[src/rtl/hpc_pkg.sv]
package hpc_pkg;
    localparam int PIN_CS    = 0;
    localparam int PIN_SCK   = 1;
    localparam int PIN_HOLD  = 2;
    localparam int PIN_SI    = 3;
    localparam int NUM_PINS  = 4;

    // idle levels of the pins: deselected, clock low, hold released, data low
    localparam logic [NUM_PINS-1:0] PIN_IDLE = 4'b0101;

    typedef enum logic [2:0] {
        ST_IDLE       = 3'd0,
        ST_RUN        = 3'd1,
        ST_ENTER_WAIT = 3'd2,
        ST_PAUSE      = 3'd3,
        ST_EXIT_WAIT  = 3'd4
    } hold_state_t;
endpackage

[src/rtl/hpc_pin_sampler.sv]
module hpc_pin_sampler #(
    parameter int WIDTH  = 4,
    parameter int STAGES = 2,
    parameter logic [WIDTH-1:0] RESET_VAL = '0
) (
    input  logic             clk,
    input  logic             rst_n,
    input  logic [WIDTH-1:0] raw_i,
    output logic [WIDTH-1:0] lvl_o,
    output logic [WIDTH-1:0] prev_o
);
    localparam int LAST = STAGES - 1;

    genvar p;
    generate
        for (p = 0; p < WIDTH; p++) begin : g_pin
            logic [STAGES-1:0] chain;
            always_ff @(posedge clk or negedge rst_n) begin
                if (!rst_n) begin
                    chain <= {STAGES{RESET_VAL[p]}};
                end else if (STAGES == 1) begin
                    chain[0] <= raw_i[p];
                end else begin
                    chain <= {chain[STAGES-2:0], raw_i[p]};
                end
            end
            assign lvl_o[p] = chain[LAST];

            always_ff @(posedge clk or negedge rst_n) begin
                if (!rst_n) prev_o[p] <= RESET_VAL[p];
                else        prev_o[p] <= chain[LAST];
            end
        end
    endgenerate
endmodule

[src/rtl/hpc_hold_fsm.sv]
module hpc_hold_fsm
    import hpc_pkg::*;
(
    input  logic        clk,
    input  logic        rst_n,
    input  logic        cs_s,
    input  logic        sck_s,
    input  logic        hold_s,
    output hold_state_t state_o,
    output logic        paused_o,
    output logic        selected_o
);
    hold_state_t state_q, state_d;

    // state register
    always_ff @(posedge clk or negedge rst_n) begin
        if (!rst_n) state_q <= ST_IDLE;
        else        state_q <= state_d;
    end

    // next state
    always_comb begin
        state_d = state_q;
        if (cs_s) begin
            state_d = ST_IDLE;
        end else begin
            unique case (state_q)
                ST_IDLE:       state_d = ST_RUN;
                ST_RUN: begin
                    if (!hold_s) state_d = sck_s ? ST_ENTER_WAIT : ST_PAUSE;
                end
                ST_ENTER_WAIT: begin
                    if (hold_s)      state_d = ST_RUN;
                    else if (!sck_s) state_d = ST_PAUSE;
                end
                ST_PAUSE: begin
                    if (hold_s) state_d = sck_s ? ST_EXIT_WAIT : ST_RUN;
                end
                ST_EXIT_WAIT: begin
                    if (!hold_s)     state_d = ST_PAUSE;
                    else if (!sck_s) state_d = ST_RUN;
                end
                default:       state_d = ST_IDLE;
            endcase
        end
    end

    // outputs
    always_comb begin
        state_o    = state_q;
        paused_o   = 1'b0;
        selected_o = 1'b1;
        unique case (state_q)
            ST_IDLE:       selected_o = 1'b0;
            ST_RUN:        paused_o   = 1'b0;
            ST_ENTER_WAIT: paused_o   = 1'b0;
            ST_PAUSE:      paused_o   = 1'b1;
            ST_EXIT_WAIT:  paused_o   = 1'b1;
            default:       selected_o = 1'b0;
        endcase
    end

    AST_PAUSE_NEEDS_SCK_LOW: assert property (@(posedge clk) disable iff (!rst_n)
        $rose(paused_o) |-> !$past(sck_s));
    AST_PAUSE_NEEDS_HOLD: assert property (@(posedge clk) disable iff (!rst_n)
        $rose(paused_o) |-> !$past(hold_s));
    AST_RESUME_NEEDS_SCK_LOW: assert property (@(posedge clk) disable iff (!rst_n)
        $fell(paused_o) |-> (!$past(sck_s) || $past(cs_s)));
    AST_DESELECT_CANCELS: assert property (@(posedge clk) disable iff (!rst_n)
        cs_s |=> (state_q == ST_IDLE));
endmodule

[src/rtl/hpc_pin_gate.sv]
module hpc_pin_gate (
    input  logic clk,
    input  logic rst_n,
    input  logic paused_i,
    input  logic selected_i,
    input  logic sck_lvl_i,
    input  logic sck_prev_i,
    input  logic si_lvl_i,
    input  logic eng_so_i,
    input  logic eng_so_en_i,
    output logic sck_rise_o,
    output logic sck_fall_o,
    output logic si_o,
    output logic so_o,
    output logic so_oe_o,
    output logic txn_reset_o
);
    logic si_frozen_q;
    logic live;

    assign live = selected_i && !paused_i;

    always_ff @(posedge clk or negedge rst_n) begin
        if (!rst_n)         si_frozen_q <= 1'b0;
        else if (!paused_i) si_frozen_q <= si_lvl_i;
    end

    always_comb begin
        sck_rise_o  = live && sck_lvl_i && !sck_prev_i;
        sck_fall_o  = live && !sck_lvl_i && sck_prev_i;
        si_o        = paused_i ? si_frozen_q : si_lvl_i;
        so_oe_o     = live && eng_so_en_i;
        so_o        = so_oe_o && eng_so_i;
        txn_reset_o = !selected_i;
    end

    AST_SI_FROZEN: assert property (@(posedge clk) disable iff (!rst_n)
        (paused_i && $past(paused_i)) |-> $stable(si_o));
    AST_SO_QUIET: assert property (@(posedge clk) disable iff (!rst_n)
        paused_i |-> (!so_oe_o && !so_o));
    AST_NO_STROBE_PAUSED: assert property (@(posedge clk) disable iff (!rst_n)
        paused_i |-> !(sck_rise_o || sck_fall_o));
endmodule

[src/rtl/hpc_top.sv]
module hpc_top
    import hpc_pkg::*;
#(
    parameter int SYNC_STAGES = 2
) (
    input  logic clk,
    input  logic rst_n,
    input  logic cs_n_i,
    input  logic sck_i,
    input  logic hold_n_i,
    input  logic si_i,
    input  logic eng_so_i,
    input  logic eng_so_en_i,
    output logic paused_o,
    output logic sck_rise_o,
    output logic sck_fall_o,
    output logic si_o,
    output logic so_o,
    output logic so_oe_o,
    output logic txn_reset_o
);
    logic [NUM_PINS-1:0] raw, lvl, prev;
    hold_state_t         state;
    logic                selected;

    always_comb begin
        raw           = '0;
        raw[PIN_CS]   = cs_n_i;
        raw[PIN_SCK]  = sck_i;
        raw[PIN_HOLD] = hold_n_i;
        raw[PIN_SI]   = si_i;
    end

    hpc_pin_sampler #(
        .WIDTH     (NUM_PINS),
        .STAGES    (SYNC_STAGES),
        .RESET_VAL (PIN_IDLE)
    ) u_sampler (
        .clk    (clk),
        .rst_n  (rst_n),
        .raw_i  (raw),
        .lvl_o  (lvl),
        .prev_o (prev)
    );

    hpc_hold_fsm u_fsm (
        .clk        (clk),
        .rst_n      (rst_n),
        .cs_s       (lvl[PIN_CS]),
        .sck_s      (lvl[PIN_SCK]),
        .hold_s     (lvl[PIN_HOLD]),
        .state_o    (state),
        .paused_o   (paused_o),
        .selected_o (selected)
    );

    hpc_pin_gate u_gate (
        .clk         (clk),
        .rst_n       (rst_n),
        .paused_i    (paused_o),
        .selected_i  (selected),
        .sck_lvl_i   (lvl[PIN_SCK]),
        .sck_prev_i  (prev[PIN_SCK]),
        .si_lvl_i    (lvl[PIN_SI]),
        .eng_so_i    (eng_so_i),
        .eng_so_en_i (eng_so_en_i),
        .sck_rise_o  (sck_rise_o),
        .sck_fall_o  (sck_fall_o),
        .si_o        (si_o),
        .so_o        (so_o),
        .so_oe_o     (so_oe_o),
        .txn_reset_o (txn_reset_o)
    );

    AST_IDLE_RESETS_TXN: assert property (@(posedge clk) disable iff (!rst_n)
        (state == ST_IDLE) |-> (txn_reset_o && !paused_o && !so_oe_o));
endmodule

[config.mk]
export PLATFORM = sky130hd
export DESIGN_NAME = hpc_top
export DESIGN_NICKNAME = d
export VERILOG_FILES = /design/src/rtl/hpc_pkg.sv /design/src/rtl/hpc_pin_sampler.sv /design/src/rtl/hpc_hold_fsm.sv /design/src/rtl/hpc_pin_gate.sv /design/src/rtl/hpc_top.sv
export SDC_FILE = /design/constraint.sdc
export NUM_CORES = 1
export LEC_CHECK = 0
export CELL_PAD_IN_SITES_DETAIL_PLACEMENT = 0
export CELL_PAD_IN_SITES_GLOBAL_PLACEMENT = 2
export CORE_MARGIN = 2
export CORE_UTILIZATION = 28
export CTS_CLUSTER_DIAMETER = 60
export DETAILED_ROUTE_END_ITERATION = 16
export PLACE_DENSITY_LB_ADDON = 0.3
export SLEW_MARGIN = 20
export SYNTH_ARGS = -nofsm -noshare
export SYNTH_HDL_FRONTEND = slang
export SYNTH_HIERARCHICAL = 1
export SYNTH_SLANG_ARGS = --single-unit
[constraint.sdc]
create_clock -name clk -period 1.35 [get_ports clk]
set_clock_uncertainty 0.15 [all_clocks]
set_input_delay 0.27 -clock clk [delete_from_list [all_inputs] [get_ports clk]]
set_output_delay 0.27 -clock clk [all_outputs]
set_load 0.01 [all_outputs]
==> flow_metrics.py, run 1 <==
metrics = {
    "outcome": {
        "outcome": "finished with violations",
        "violations": "negative setup slack",
    },
    "cts": {
        "cts_root_buf": "clkbuf_4",
        "cts-htree-levels": 1,
        "numCtsBuffers": 3,
        "clockBufferDepth": 2,
        "clk_pin_slew_ns": 0.07,
        "clk_latency_ns": 0.27,
        "cts_tree": "done",
        "cts.sink_count": 13,
    },
    "routing": {
        "detail_route.wl_per_cell_um": 11.3,
        "drtAntennaViolNets": 0,
        "wl_um": 1010,
        "drc_errors": 0,
        "drt_iter0_markers": 3,
        "avgViaCountPerCell": 4.29,
        "vias": 386,
        "dr.pass1.iters": 4,
    },
    "global_routing": {
        "grt_use_met3_pct": 1.54,
        "grtUsageMet2_pct": 18.6,
        "grt_max_degree": 14,
        "grt.overflow.total": 0,
        "grt_pass1_wl_um": 1630,
        "met1_usage_pct": 12.2,
        "antenna_found_initial": 0,
        "grt_util_all_layers_pct": 10.6,
        "grt-busiest-layer": "met2",
        "grt_pass1_vias": 391,
    },
    "power_and_ir_drop": {
        "ir_drop_v": 0.000569,
        "power_frac_comb_pct": 16.8,
        "p_int_mw": 0.610,
        "power_frac_seq_pct": 54.4,
        "pwr-share-clk_pct": 28.8,
        "finalPower_mw": 0.791,
        "p_sw_mw": 0.181,
        "cellPowerDensity_nw_per_um2": 925,
        "switching_share_pct": 22.9,
        "leakage_nw": 0.370,
    },
    "layout": {
        "layout_common_cells": "buf_4, clkdlybuf4s50_1, buf_6, dfrtp_1, dfstp_2",
        "drive_gt1_share_pct": 66.2,
        "final_common_cell": "buf_4",
        "diodes": 0,
        "syn_to_final_growth_pct": 62.2,
        "fin_nets": 74,
    },
    "hold_path": {
        "hold_class": "input port to asynchronous set/reset pin",
    },
    "timing": {
        "hold_slack_ns": 0.142,
        "min_period_ns": 1.90,
        "hold_viol_final": 0,
        "worst_slew_pin_slew_ns": 0.215,
        "timing.fmax_ghz": 0.527,
        "period_share_pct": 140,
        "setup-violations-final": 9,
        "slew_headroom_pct": 85.7,
        "setup_tns_ns": -3.48,
        "slew_viol_final": 0,
        "rsz0062_at_grt": "true",
        "worst_slack_ns": -0.546,
    },
    "place": {
        "gp_congestion": 0.629,
        "dp_hpwl_um": 714,
        "pre_cts_slack_ns": -0.643,
        "io_buffer_count": 14,
    },
    "setup_path": {
        "cp-endpoint": "si_o",
        "setup.worst_path.start": "u_fsm/state_o[2]$_DFFE_PN0P_",
        "worstPathRequired_ns": 0.93,
        "worstPathMaxFanout": 6,
        "arrival_ns": 1.48,
        "r2r-end": "u_gate/si_frozen_q$_DFF_PN0_",
        "r2r-start": "u_fsm/state_o[2]$_DFFE_PN0P_",
        "critical_path_class": "flop to output pin",
        "regToRegSetupSlack_ns": -0.12,
        "r2r_cells": 4,
        "cp-end-kind": "output pin",
        "cp-start-kind": "flop",
    },
    "floorplanning": {
        "start_util_pct": 30.2,
        "dieWidth_um": 47.4,
        "io_pins": 15,
        "fp.dieH_um": 47.4,
        "placementRows": 15,
        "die-area_um2": 2240,
        "core_area_um2": 1750,
    },
    "job": {
        "drv_cap": 0,
    },
    "yosys": {
        "synth.avg_cell_area_um2": 13.5,
        "synth_warnings": 6,
        "netlist_area_um2": 527,
        "syn-num-nets": 47,
        "syn_inst": 39,
    },
}
==> registers in the layout, summed over array words and instances, names as in the netlist <==
name and cells:
u_fsm/state_o 3, u_gate/si_frozen_q 1, u_sampler/g_pin.chain 8, u_sampler/prev_o 1
==> through the flow <==
stage          utilization, %  instance area, um^2  cells
6_report                 49.0                  855     90
5_1_grt                  49.0                  855     90
4_1_cts                  48.0                  837     92
3_5_place_dp             42.4                  741     83
3_3_place_gp             42.4                  741     83
2_1_floorplan               -                  536     39
==> worst min-delay path by stage <==
stage	start	end	slack (ns)
after floorplan	rst_n	u_fsm/state_o[0]$_DFFE_PN0P_	-0.18
after global placement	u_sampler/g_pin[1].chain[0]$_DFF_PN0_	u_sampler/g_pin[1].chain[1]$_DFF_PN0_	0.18
after detailed placement	u_sampler/g_pin[2].chain[0]$_DFF_PN1_	u_sampler/g_pin[2].chain[1]$_DFF_PN1_	0.20
after CTS	rst_n	u_sampler/g_pin[1].chain[1]$_DFF_PN0_	0.14
after global routing	rst_n	u_sampler/g_pin[1].chain[1]$_DFF_PN0_	0.16
final	rst_n	u_gate/si_frozen_q$_DFF_PN0_	0.14
==> worst max-delay path, cell delays in order (launching register included) <==
cell	delay, ns
dfrtp_2	0.43
nand3b_1	0.22
nand2_4	0.13
mux2_4	0.31
buf_6	0.12
==> power groups by stage <==
stage | logic (mW) | registers [mW] | clock network (mW)
global placement | 0.114 | 0.432 | 0
floorplan | 0.0535 | 0.429 | 0
detailed placement | 0.116 | 0.434 | 0
global route | 0.145 | 0.433 | 0.267
finish | 0.133 | 0.430 | 0.228
CTS | 0.132 | 0.428 | 0.245
==> repair_timing <==
item	4_1_cts	5_1_grt
gates resized for setup	36	10
endpoints found under the setup margin	8	11
setup buffers	5	2
pin swaps	8	6
hold buffers	0	0
==> layout make-up <==
type / count / area (um^2)
inverter: 1 / 3.75
clock buffer: 4 / 26.3
sequential: 13 / 334
fill: 172 / 891
tap: 25 / 31.3
timing repair buffer: 26 / 245
multi-input combinational: 21 / 214
==> routing by layer <==
metal	routed length (um)	vias to the layer above	part of all wire [%]
li1	-	185	-
met1	388	183	38
met4	25	0	2.5
met2	538	14	53
met5	0	-	0
met3	60	4	5.9
(Power assumes the default switching activity.)
==> run 2, diff against run 1 <==
--- a/config.mk
+++ b/config.mk
@@ -17,3 +17,4 @@
 export SYNTH_HDL_FRONTEND = slang
 export SYNTH_HIERARCHICAL = 1
 export SYNTH_SLANG_ARGS = --single-unit
+export TNS_END_PERCENT = 1
==> run 2 against run 1 <==
  * The run still ends with negative setup slack left
  * Worst setup slack lost 0.018 ns
  * Power grew 1.2%
  * Via count grew 7.5%
  * Core utilization grew 1.0 points
  * Count of clock-buffer cells in the layout is the same
  * First-iteration DRC count grew 33%
==> flow_metrics.py, run 2 (synthesized netlist as in run 1, its figures left out) <==
metrics = {
    "job": {
        "drv_cap": 0,
    },
    "cts": {
        "clk_latency_ns": 0.26,
        "numCtsBuffers": 3,
        "cts_tree": "done",
        "cts.sink_count": 13,
        "clk_pin_slew_ns": 0.07,
        "cts_root_buf": "clkbuf_4",
        "cts-htree-levels": 1,
        "clockBufferDepth": 2,
    },
    "routing": {
        "drtAntennaViolNets": 0,
        "wl_um": 1210,
        "avgViaCountPerCell": 4.46,
        "detail_route.wl_per_cell_um": 13.1,
        "drc_errors": 0,
        "dr.pass1.iters": 4,
        "drt_iter0_markers": 4,
        "vias": 415,
    },
    "global_routing": {
        "grt_pass1_wl_um": 2010,
        "antenna_found_initial": 0,
        "grt.overflow.total": 0,
        "grt_pass1_vias": 446,
        "grt_max_degree": 14,
        "grt_util_all_layers_pct": 13.2,
    },
    "setup_path": {
        "cp-start-kind": "flop",
        "cpPeakStageDelay_ns": 0.45,
        "crit_chain": "nor2_2, nand2_2, nand2_4, mux2_4, buf_6",
        "r2r_cells": 5,
        "cpMaxStageDelayCell": "dfrtp_2",
        "worstPathMaxFanout": 6,
        "worstPathRequired_ns": 0.93,
        "cp.depth": 5,
        "critical_path_class": "flop to output pin",
        "cp_top_family": "flip-flops",
        "arrival_ns": 1.49,
        "cp-end-kind": "output pin",
        "worst-path-buf-inv": 1,
    },
    "place": {
        "gp_congestion": 0.675,
        "io_buffer_count": 14,
        "dp_hpwl_um": 761,
        "placed_cell_area_um2": 738,
        "pre_cts_slack_ns": -0.704,
        "dp_cells": 83,
    },
    "floorplanning": {
        "die-area_um2": 2240,
        "dieWidth_um": 47.4,
        "io_pins": 15,
        "fp.dieH_um": 47.4,
        "start_util_pct": 30.2,
        "core_area_um2": 1750,
        "placementRows": 15,
    },
    "timing": {
        "worst_slew_pin_slew_ns": 0.214,
        "timing.fmax_ghz": 0.523,
        "setup_tns_ns": -3.54,
        "rsz0062_at_grt": "true",
        "slew_viol_final": 0,
        "period_share_pct": 142,
        "hold_slack_ns": 0.150,
        "worst_slack_ns": -0.564,
        "hold_viol_final": 0,
        "setup-violations-final": 10,
        "min_period_ns": 1.91,
        "slew_headroom_pct": 85.7,
    },
    "layout": {
        "regArea_um2": 333,
        "fin_nets": 77,
        "layout_common_cells": "buf_4, buf_6, clkdlybuf4s50_1, dfrtp_1, dfstp_2",
        "final_cell_area_um2": 872,
        "multi_input_area_um2": 214,
        "final_cells": 93,
        "fill_cells": 155,
        "top_register": "u_sampler/g_pin.chain",
        "final_common_cell": "buf_4",
        "syn_to_final_growth_pct": 65.6,
        "largest_register_ffs": 8,
        "diodes": 0,
        "postLayoutCoreUtil_pct": 50.0,
        "drive_gt1_share_pct": 64.7,
    },
    "power_and_ir_drop": {
        "ir_drop_v": 0.000545,
        "leakage_nw": 0.387,
        "finalPower_mw": 0.800,
        "cellPowerDensity_nw_per_um2": 917,
    },
    "outcome": {
        "violations": "negative setup slack",
        "outcome": "finished with violations",
    },
    "hold_path": {
        "hold_class": "input port to asynchronous set/reset pin",
    },
}
run 2: cell count changes in the layout (fill, tap and decap cells not counted), sizes merged:
cell         delta
dlygate4sd2     +1
buf             +2
run 2: power breakdown:
part	total (mW)	switching, mW	internal [mW]	leakage, nW
Clock	0.226	0.112	0.114	0.0150
Sequential	0.431	0.0165	0.414	0.149
Combinational	0.143	0.0563	0.0869	0.223
Total	0.800	0.185	0.616	0.387
run 2: repair_timing:
item,4_1_cts,5_1_grt
endpoints found under the setup margin,9,11
buffers inserted,6,0
hold buffers,0,0
gates resized for setup,37,8
pin swaps,11,3
run 2: worst paths after layout:
check / startpoint / to / slack [ns]
max: u_fsm/state_o[0]$_DFFE_PN0P_ / si_o / -0.56
min: rst_n / u_sampler/g_pin[1].chain[0]$_DFF_PN0_ / 0.15
max reg2reg: u_fsm/state_o[2]$_DFFE_PN0P_ / u_fsm/state_o[0]$_DFFE_PN0P_ / -0.11
min reg2reg: u_sampler/g_pin[2].chain[0]$_DFF_PN1_ / u_sampler/g_pin[2].chain[1]$_DFF_PN1_ / 0.21
max in group asynchronous: rst_n / u_sampler/g_pin[0].chain[1]$_DFF_PN1_ / 0.67
min in group clk: u_sampler/g_pin[2].chain[0]$_DFF_PN1_ / u_sampler/g_pin[2].chain[1]$_DFF_PN1_ / 0.21
run 2: cell type report:
class	instances	share of cell area, %
Inverter	1	0.430
Tap cell	25	3.59
Timing Repair Buffer	29	30.3
Clock buffer	4	3.01
Multi-Input combinational cell	21	24.5
Sequential cell	13	38.2
run 2: metal layers:
layer,global-route usage [%],up-vias,routed length (um)
met1,15.6,207,456
met2,22.7,13,703
li1,-,193,-
met5,0,-,0
met3,1.54,2,39
met4,8.33,0,14
